File: config.mk
export PLATFORM = sky130hd
export DESIGN_NAME = i2c_dual_slave
export DESIGN_NICKNAME = d
export VERILOG_FILES = /design/src/rtl/i2c_dual_pkg.sv /design/src/rtl/i2c_line_sync.sv /design/src/rtl/i2c_ptr_unit.sv /design/src/rtl/i2c_dual_slave.sv
export SDC_FILE = /design/constraint.sdc
export NUM_CORES = 1
export LEC_CHECK = 0
export BUFFER_PORTS_ARGS = -buffer_cell sky130_fd_sc_hd__clkbuf_2
export CORE_ASPECT_RATIO = 1.2
export CORE_MARGIN = 5
export CORE_UTILIZATION = 50
export CTS_CLUSTER_DIAMETER = 80
export DETAILED_ROUTE_END_ITERATION = 8
export PLACE_DENSITY = 0.83
export SYNTH_ARGS = -nofsm -noshare
export SYNTH_HDL_FRONTEND = slang
export SYNTH_SLANG_ARGS = --single-unit
File: constraint.sdc
create_clock -name clk -period 4.87 [get_ports clk]
set_clock_uncertainty 0.05 [all_clocks]
set_input_delay 0.7305 -clock clk [delete_from_list [all_inputs] [get_ports clk]]
set_output_delay 0.7305 -clock clk [all_outputs]
set_load 0.01 [all_outputs]
File: src/rtl/i2c_dual_pkg.sv
package i2c_dual_pkg;

  typedef enum logic [2:0] {
    ST_IDLE,
    ST_RX,
    ST_ACK,
    ST_LOAD,
    ST_TX,
    ST_MACK
  } slv_state_t;

  typedef enum logic [1:0] {
    K_DEV,
    K_AHI,
    K_ALO,
    K_DATA
  } byte_kind_t;

  localparam logic [3:0] TID_MEM = 4'hA;
  localparam logic [3:0] TID_REG = 4'hD;

endpackage

File: src/rtl/i2c_line_sync.sv
module i2c_line_sync #(
  parameter int STAGES = 2
) (
  input  logic clk,
  input  logic arst_n,
  input  logic scl_i,
  input  logic sda_i,
  output logic scl_lvl,
  output logic sda_lvl,
  output logic scl_rise,
  output logic scl_fall,
  output logic start_det,
  output logic stop_det
);

  logic [STAGES-1:0] scl_pipe, sda_pipe;
  logic              scl_prev, sda_prev;

  always_ff @(posedge clk or negedge arst_n) begin
    if (!arst_n) begin
      scl_pipe <= '1;
      sda_pipe <= '1;
      scl_prev <= 1'b1;
      sda_prev <= 1'b1;
    end else begin
      scl_pipe <= {scl_pipe[STAGES-2:0], scl_i};
      sda_pipe <= {sda_pipe[STAGES-2:0], sda_i};
      scl_prev <= scl_pipe[STAGES-1];
      sda_prev <= sda_pipe[STAGES-1];
    end
  end

  assign scl_lvl   = scl_pipe[STAGES-1];
  assign sda_lvl   = sda_pipe[STAGES-1];
  assign scl_rise  = scl_lvl & ~scl_prev;
  assign scl_fall  = ~scl_lvl & scl_prev;
  assign start_det = scl_lvl & scl_prev & sda_prev & ~sda_lvl;
  assign stop_det  = scl_lvl & scl_prev & ~sda_prev & sda_lvl;

endmodule

File: src/rtl/i2c_ptr_unit.sv
module i2c_ptr_unit #(
  parameter int         MEM_AW   = 16,
  parameter int         REG_AW   = 5,
  parameter logic [7:0] REG_LAST = 8'h18
) (
  input  logic              clk,
  input  logic              arst_n,
  input  logic              ld_hi,
  input  logic              ld_mem,
  input  logic              ld_reg,
  input  logic [7:0]        byte_i,
  input  logic              inc_mem,
  input  logic              inc_reg,
  output logic [MEM_AW-1:0] mem_ptr,
  output logic [REG_AW-1:0] reg_ptr
);

  localparam logic [REG_AW-1:0] REG_TOP = REG_LAST[REG_AW-1:0];

  logic [7:0]        hi_q, hi_n;
  logic [MEM_AW-1:0] mp_q, mp_n;
  logic [REG_AW-1:0] rp_q, rp_n;
  logic [15:0]       full_addr;

  assign full_addr = {hi_q, byte_i};

  always_comb begin
    hi_n = hi_q;
    mp_n = mp_q;
    rp_n = rp_q;
    if (ld_hi) hi_n = byte_i;
    if (ld_mem)       mp_n = full_addr[MEM_AW-1:0];
    else if (inc_mem) mp_n = mp_q + 1'b1;
    if (ld_reg)                          rp_n = byte_i[REG_AW-1:0];
    else if (inc_reg && rp_q != REG_TOP) rp_n = rp_q + 1'b1;
  end

  always_ff @(posedge clk or negedge arst_n) begin
    if (!arst_n) begin
      hi_q <= '0;
      mp_q <= '0;
      rp_q <= '0;
    end else begin
      hi_q <= hi_n;
      mp_q <= mp_n;
      rp_q <= rp_n;
    end
  end

  assign mem_ptr = mp_q;
  assign reg_ptr = rp_q;

endmodule

File: src/rtl/i2c_dual_slave.sv
module i2c_dual_slave
  import i2c_dual_pkg::*;
#(
  parameter int         MEM_AW      = 16,
  parameter logic [7:0] REG_LAST    = 8'h18,
  parameter int         SYNC_STAGES = 2,
  parameter int         REG_AW      = $clog2(int'(REG_LAST) + 1)
) (
  input  logic              clk,
  input  logic              rst_n,
  input  logic              scl_i,
  input  logic              sda_i,
  output logic              sda_oe,
  input  logic [1:0]        dev_sel,
  output logic [MEM_AW-1:0] mem_addr,
  output logic              mem_wr,
  output logic              mem_rd,
  output logic [7:0]        mem_wdata,
  input  logic [7:0]        mem_rdata,
  output logic [REG_AW-1:0] reg_addr,
  output logic              reg_wr,
  output logic              reg_rd,
  output logic [7:0]        reg_wdata,
  input  logic [7:0]        reg_rdata
);

  // reset: asserted at once, released through two flops
  logic [1:0] rst_pipe;
  logic       arst_n;
  always_ff @(posedge clk or negedge rst_n) begin
    if (!rst_n) rst_pipe <= '0;
    else        rst_pipe <= {rst_pipe[0], 1'b1};
  end
  assign arst_n = rst_pipe[1];

  logic scl_lvl, sda_lvl, scl_rise, scl_fall, start_det, stop_det;

  i2c_line_sync #(.STAGES(SYNC_STAGES)) u_sync (
    .clk(clk), .arst_n(arst_n), .scl_i(scl_i), .sda_i(sda_i),
    .scl_lvl(scl_lvl), .sda_lvl(sda_lvl), .scl_rise(scl_rise),
    .scl_fall(scl_fall), .start_det(start_det), .stop_det(stop_det)
  );

  slv_state_t st_q, st_n;
  byte_kind_t kind_q, kind_n;
  logic       tgt_q, tgt_n;     // 1: register target
  logic       rd_q, rd_n;
  logic [3:0] cnt_q, cnt_n;
  logic [7:0] sr_q, sr_n;
  logic       oe_q, oe_n;
  logic       wr_q, wr_n;
  logic       mack_q, mack_n;
  logic       ld_hi, ld_mem, ld_reg;
  logic       id_ok, id_reg;
  logic [7:0] rdata_sel;

  assign id_reg    = (sr_q[7:4] == TID_REG);
  assign id_ok     = ((sr_q[7:4] == TID_MEM) || id_reg) && (sr_q[2:1] == dev_sel);
  assign rdata_sel = tgt_q ? reg_rdata : mem_rdata;

  always_comb begin
    st_n   = st_q;
    kind_n = kind_q;
    tgt_n  = tgt_q;
    rd_n   = rd_q;
    cnt_n  = cnt_q;
    sr_n   = sr_q;
    oe_n   = oe_q;
    mack_n = mack_q;
    wr_n   = 1'b0;
    ld_hi  = 1'b0;
    ld_mem = 1'b0;
    ld_reg = 1'b0;
    if (start_det) begin
      st_n   = ST_RX;
      kind_n = K_DEV;
      cnt_n  = '0;
      oe_n   = 1'b0;
    end else if (stop_det) begin
      st_n = ST_IDLE;
      oe_n = 1'b0;
    end else begin
      unique case (st_q)
        ST_RX: begin
          if (scl_rise && cnt_q != 4'd8) begin
            sr_n  = {sr_q[6:0], sda_lvl};
            cnt_n = cnt_q + 4'd1;
          end else if (scl_fall && cnt_q == 4'd8) begin
            st_n = ST_ACK;
            oe_n = 1'b1;
            unique case (kind_q)
              K_DEV: begin
                if (id_ok) begin
                  tgt_n  = id_reg;
                  rd_n   = sr_q[0];
                  kind_n = sr_q[0] ? K_DATA : (id_reg ? K_ALO : K_AHI);
                end else begin
                  st_n = ST_IDLE;
                  oe_n = 1'b0;
                end
              end
              K_AHI: begin
                ld_hi  = 1'b1;
                kind_n = K_ALO;
              end
              K_ALO: begin
                if (!tgt_q) begin
                  ld_mem = 1'b1;
                  kind_n = K_DATA;
                end else if (sr_q <= REG_LAST) begin
                  ld_reg = 1'b1;
                  kind_n = K_DATA;
                end else begin
                  st_n = ST_IDLE;
                  oe_n = 1'b0;
                end
              end
              default: wr_n = 1'b1;
            endcase
          end
        end
        ST_ACK: begin
          if (scl_fall) begin
            oe_n  = 1'b0;
            cnt_n = '0;
            st_n  = (rd_q && kind_q == K_DATA) ? ST_LOAD : ST_RX;
          end
        end
        ST_LOAD: begin
          sr_n  = rdata_sel;
          oe_n  = ~rdata_sel[7];
          cnt_n = '0;
          st_n  = ST_TX;
        end
        ST_TX: begin
          if (scl_fall) begin
            if (cnt_q == 4'd7) begin
              oe_n = 1'b0;
              st_n = ST_MACK;
            end else begin
              sr_n  = {sr_q[6:0], 1'b0};
              oe_n  = ~sr_q[6];
              cnt_n = cnt_q + 4'd1;
            end
          end
        end
        ST_MACK: begin
          if (scl_rise) mack_n = ~sda_lvl;
          if (scl_fall) st_n = mack_q ? ST_LOAD : ST_IDLE;
        end
        default: ;
      endcase
    end
  end

  always_ff @(posedge clk or negedge arst_n) begin
    if (!arst_n) begin
      st_n_reset: begin
        st_q   <= ST_IDLE;
        kind_q <= K_DEV;
        tgt_q  <= 1'b0;
        rd_q   <= 1'b0;
        cnt_q  <= '0;
        sr_q   <= '0;
        oe_q   <= 1'b0;
        wr_q   <= 1'b0;
        mack_q <= 1'b0;
      end
    end else begin
      st_q   <= st_n;
      kind_q <= kind_n;
      tgt_q  <= tgt_n;
      rd_q   <= rd_n;
      cnt_q  <= cnt_n;
      sr_q   <= sr_n;
      oe_q   <= oe_n;
      wr_q   <= wr_n;
      mack_q <= mack_n;
    end
  end

  assign sda_oe    = oe_q;
  assign mem_wr    = wr_q & ~tgt_q;
  assign reg_wr    = wr_q & tgt_q;
  assign mem_rd    = (st_q == ST_LOAD) & ~tgt_q;
  assign reg_rd    = (st_q == ST_LOAD) & tgt_q;
  assign mem_wdata = sr_q;
  assign reg_wdata = sr_q;

  i2c_ptr_unit #(.MEM_AW(MEM_AW), .REG_AW(REG_AW), .REG_LAST(REG_LAST)) u_ptr (
    .clk(clk), .arst_n(arst_n),
    .ld_hi(ld_hi), .ld_mem(ld_mem), .ld_reg(ld_reg), .byte_i(sr_q),
    .inc_mem(mem_wr | mem_rd), .inc_reg(reg_wr | reg_rd),
    .mem_ptr(mem_addr), .reg_ptr(reg_addr)
  );

endmodule

Yosys cells after proc, flatten, opt, wreduce, memory -nomap -nowiden
Index checks and enable logic that the tools add are counted.
{ "totals": {"output_inout_bits": 42, "register_bits": 59, "elab_cells": 180, "inputBits": 22} }
{ "op_classes": {"magnitude_cmp": 1, "reduce_logical": 24, "bitwise": 23, "mux": 80, "n_eq_ne": 32, "add_sub_neg": 3} }
{ "op_table": {"columns": ["op", "n"], "rows": [
  ["2-to-1 mux 1 bit", 36],
  ["2-to-1 mux 16 bit", 2],
  ["2-to-1 mux 8 bit", 4],
  ["inequality test 4 bit (second input constant)", 8],
  ["2-to-1 mux 2 bit", 15],
  ["2-to-1 mux 3 bit", 8],
  ["2-to-1 mux 4 bit", 6],
  ["case mux 8 bit (3 select lines)", 1],
  ["AND reduction 7 bit", 3],
  ["adder 16 x 1 -> 16 bit (second input constant)", 1],
  ["case mux 4 bit (4 select lines)", 1],
  ["inequality test 3 bit (second input constant)", 5],
  ["case mux 3 bit (5 select lines)", 1],
  ["== test 4 bit (second input constant)", 3],
  ["AND reduction 6 bit", 2],
  ["bitwise AND 1 bit", 11],
  ["2-to-1 mux 5 bit", 2],
  ["inequality test 2 bit (second input constant)", 5],
  ["NOT 1 bit", 10],
  ["<= comparator 8 x 5 -> 1 bit (second input constant)", 1],
  ["nonzero test 2 bit", 4],
  ["nonzero test 7 bit", 1],
  ["== test 3 x 2 -> 1 bit (second input constant)", 2],
  ["== test 3 bit (second input constant)", 2],
  ["other kinds (23)", 29]
]} }

Longest topological paths before layout
{ "logic_depth": {"depth_word": 10, "mapped_depth": 8, "depth_no_buf": 7} }

Modules after synthesis
A second synthesis with hierarchy kept.
{ "unflattened": {"cells_unflattened": 360, "area_unflattened_um2": 3508.4} }
{ "modules_own_cells": {"columns": ["module", "area_each_um2", "cells_per_inst", "seq_area_each_um2", "n_inst"], "rows": [
  ["i2c_dual_slave", 1793.0, 204, 600.6, 1],
  ["i2c_ptr_unit", 1525.2, 146, 725.7, 1],
  ["i2c_line_sync", 190.2, 10, 157.7, 1]
]} }

Worst setup path before layout
No wires, ideal clock.
{ "synth_timing": {"path_kind": "register to register", "startpoint": "reg cnt_q[0]", "endpoint": "reg sr_q[0], in the netlist mem_wdata[0]", "arrival_time_ns": 1.796, "setup_ns": 0.125, "synth_period_minus_slack_ns": 1.970, "n_path_buf": 0, "slack_ns": 2.900, "required_time_ns": 4.695, "stages_incl_launch_ff": 8, "path_cell_list": "dfrtp_1 inv_1 ha_1 and3b_1 o211ai_2 nand2_1 nor3_4 mux2_2"} }
{ "synth_between": {"elab_chain_cells": 4, "elab_cells_between_ends": 6, "cone_classes": "4 x eq/ne; 2 x reduce/logical"} }
{ "synth_rtl": {"columns": ["element", "line", "rtl"], "rows": [
  ["from (decl)", "i2c_dual_slave.sv:48", "logic [3:0] cnt_q, cnt_n;"],
  ["from (signal assigned)", "i2c_dual_slave.sv:174", "cnt_q <= cnt_n;"],
  ["inequality test 4 bit", "i2c_dual_slave.sv:85", "if (scl_rise && cnt_q != 4'd8) begin"],
  ["logical AND 1 bit", "i2c_dual_slave.sv:85", null],
  ["inequality test 2 bit (no source line)", null, null],
  ["AND reduction 6 bit (no source line) (*)", null, null],
  ["to (signal assigned)", "i2c_dual_slave.sv:175", "sr_q <= sr_n;"],
  ["to (decl)", "i2c_dual_slave.sv:49", "logic [7:0] sr_q, sr_n;"]
]} }
Mark *: on every way between the ends. The rest lies on a longest branch, timed or not.
A chain may end at the register's enable or synchronous reset.

Worst setup path in the final report
{ "layout_timing": {"startpoint": "reg st_q[2]", "endpoint": "reg u_ptr.mp_q[6], in the netlist u_ptr.mem_ptr[6]"} }
{ "layout_between": {"elab_chain_cells": 5, "elab_cells_between_ends": 9, "cone_classes": "2 x eq/ne; 4 x mux; 2 x bitwise; 1 x reduce/logical"} }
{ "layout_rtl": {"columns": ["element", "line", "rtl"], "rows": [
  ["from (decl)", "i2c_dual_slave.sv:44", "slv_state_t st_q, st_n;"],
  ["from (signal assigned)", "i2c_dual_slave.sv:170", "st_q <= st_n;"],
  ["== test 3 x 1 -> 1 bit", "i2c_dual_slave.sv:83", "unique case (st_q)"],
  ["2-to-1 mux 1 bit", "i2c_dual_slave.sv:83", null],
  ["2-to-1 mux 1 bit", "i2c_dual_slave.sv:79", "end else if (stop_det) begin"],
  ["2-to-1 mux 1 bit", "i2c_dual_slave.sv:74", "if (start_det) begin"],
  ["2-to-1 mux 16 bit / nonzero test 2 bit (equally long branches)", null, null],
  ["to (signal assigned)", "i2c_ptr_unit.sv:45", "mp_q <= mp_n;"],
  ["to (decl)", "i2c_ptr_unit.sv:21", "logic [MEM_AW-1:0] mp_q, mp_n;"]
]} }
Parallel ways exist; a longest one is shown, timed or not.

==> results.cfg <==
[setup_path]
cp_cell_sequence = nand2b_1 > nor4_2 > nand3_1 > nor2_1 > a21oi_1
crit_path_top_delay_cell = nand3_1
max_stage_delay_ns = 0.83
path_class = reg -> reg
reg2reg_to = u_ptr.mem_ptr[6]
r2r_cells = 5
critical_path_peak_fanout = 32
required_ns = 4.98
cp-start-kind = flip-flop
path_buf_inv = 0
r2r_setup_slack_ns = 2.28
crit_family = simple AND/OR/NAND/NOR gates
cp-end-kind = flip-flop
cp.arrival_ns = 2.70
rr_startpoint = st_q[2]

[synth]
synth_xor_area_share_pct = 4.972
synth.area.mux_share_pct = 10.09
yosys_warnings = 0
synth_top_family_by_area = simple AND/OR/NAND/NOR gates
ys_ff_latch = 59
synth_area_leaders = dfrtp_1 38%, mux2_2 6.4%, dfstp_2 4.5%
seq_area_frac_synth_pct = 42.12
ys.flop_type = dfrtp_1
netlist_instances = 360
mappedNetlistNets = 393
yosysUniqueCellTypes = 60
yosysTopAreaCell = dfrtp_1
synth_compound_area_share_pct = 14.13
synth-simple-area-share_pct = 19.28
synthAdderAreaFrac_pct = 3.906
netlist_area_sq_mm = 0.003523
synth-edff-count = 0
synth_top_cell_area_share_pct = 37.64
avgSynthCellArea_sq_um = 9.787
async_reset_ff_share_pct = 100.0

[placed_design]
dp_hpwl_mm = 6.166
port_buffers = 63
postPlaceCellArea_sq_mm = 0.003819
gp_congestion = 0.9024

[clock_network]
clock_sinks = 59
cts_setup_buffers = 0
clkTransAtPathRegs_ns = 0.07
tritoncts = built
cts_buffers = 9
insertion_delay_ns = 0.35
clock-root-buffer = clkbuf_8
cts_buffer_depth = 2
ctsResizeCount = 0
ctsHoldBuffers = 0
htree_levels = 3

[timing]
fin_setup_tns_ns = 0
setup_viol = 0
fin_hold_ws_ns = 0.1141
timing.final.crit_period_ns = 2.590
slew_headroom_pct = 25.30
fmax_mhz = 386.1
min_period_over_period_pct = 53.18
rsz0062_at_grt = false
final_max_slew_viol_count = 0
hold_viol_final = 0
worst_slew_pin_slew_ns = 1.117

[floorplan]
die_area_sq_mm = 0.008832
core_sq_mm = 0.006854
row_count = 33
die_w_um = 86.63
io-pin-count = 64
start_util_pct = 51.41
die_h_um = 102.0

[layout]
num_antenna_cells = 0
nNetsFinal = 445
design_area_sq_mm = 0.004035
final_common_cell = clkbuf_2
fillers = 603
layout_common_cells = 63 x clkbuf_2, 52 x dfrtp_1, 35 x nor2_1
areaGrowthSynthToFinish_pct = 14.52
final_core_util_pct = 58.87
drive_gt1_share_pct = 29.74

[route]
routed_via_density = 5.762
drc = 0
wl_mm = 8.625
ant_nets = 0
drt-pass1-iter-count = 4
vias = 2904
drt-initial-drc-count = 217
routedWlPerCell_um = 17.11

[global_routing]
grt_pass1_vias = 2976
grt_max_degree = 58
antenna_found_initial = 0
gr-total-overflow = 0
grt_usage_pct = 20.85
grt_pass1_wl_mm = 14.46

[pwr]
power_leakage_nw = 1.807
totalPowerFinal_mw = 1.524
powerDensity_mw_per_mm2 = 377.6
ir_drop_mv = 0.3091

[job]
drv_cap = 0

[min_path]
hold_class = in -> async

[outcome]
status = completed
-- state kept, by name, summed over array words and instances, names as in the netlist, 2 cells and up --
signal / count
st_q: 3
u_ptr.hi_q: 8
rst_pipe: 2
cnt_q: 4
u_sync.sda_pipe: 2
u_sync.scl_pipe: 2
kind_q: 2
u_ptr.reg_ptr: 5
mem_wdata: 8
u_ptr.mem_ptr: 16
-- power by group --
part           switching, mW  internal [mW]
Clock                  0.205          0.289
Combinational          0.178          0.164
Sequential             0.137          0.550
-- through the flow --
stage          std cells  worst slack, ns
5_1_grt              504            1.999
6_report             504            2.280
4_1_cts              504            2.256
2_1_floorplan        360            2.900
3_5_place_dp         488            2.326
3_3_place_gp         488            2.435
-- logic make-up after synthesis --
group,Yosys count
simple gates,122
compound gates,77
flops,59
buf+inv,37
mux,33
xor+xnor,20
fa+ha+maj,11
other cells,1
-- synth_stat cells, types with 6 or more instances --
cell	instances
nand2b_1	6
nor2_1	35
buf_4	10
ha_1	11
o21ai_0	13
clkbuf_1	7
dfstp_2	6
xnor2_1	13
mux2i_1	13
nor3_1	8
inv_1	14
nand3_1	10
nand4_1	7
xor2_1	7
nand2_1	21
a21oi_1	31
mux2_2	20
dfrtp_1	53
-- layout make-up --
cell class | count | area [sq um] | share of cell area, %
inverter | 14 | 52.55 | 1.302
clock inverter | 6 | 88.84 | 2.202
clock buffer | 10 | 127.6 | 3.163
tap | 87 | 108.9 | 2.698
timing repair buffer | 64 | 322.8 | 8.000
sequential | 59 | 1485 | 36.81
multi-input combinational | 264 | 1849 | 45.83
-- routing by layer --
layer  wire [um]  part of all wire (%)  global-route usage, %
met5           0                     0                      0
met4         203                   2.4                  8.393
met3         466                   5.4                  5.000
met2        4636                    54                  37.93
met1        3318                    38                  23.27
-- worst max-delay path by stage --
stage	from	endpoint	slack [ns]	cells past startpoint
after floorplan	cnt_q[0]	mem_wdata[0]	2.90	7
after global placement	st_q[2]	u_ptr.mem_ptr[14]	2.43	5
after detailed placement	st_q[2]	u_ptr.mem_ptr[13]	2.33	5
after CTS	st_q[2]	u_ptr.mem_ptr[6]	2.26	5
after global routing	cnt_q[0]	u_ptr.mem_ptr[13]	2.00	7
final	st_q[2]	u_ptr.mem_ptr[6]	2.28	5
Power figures use the tool's default switching activity.
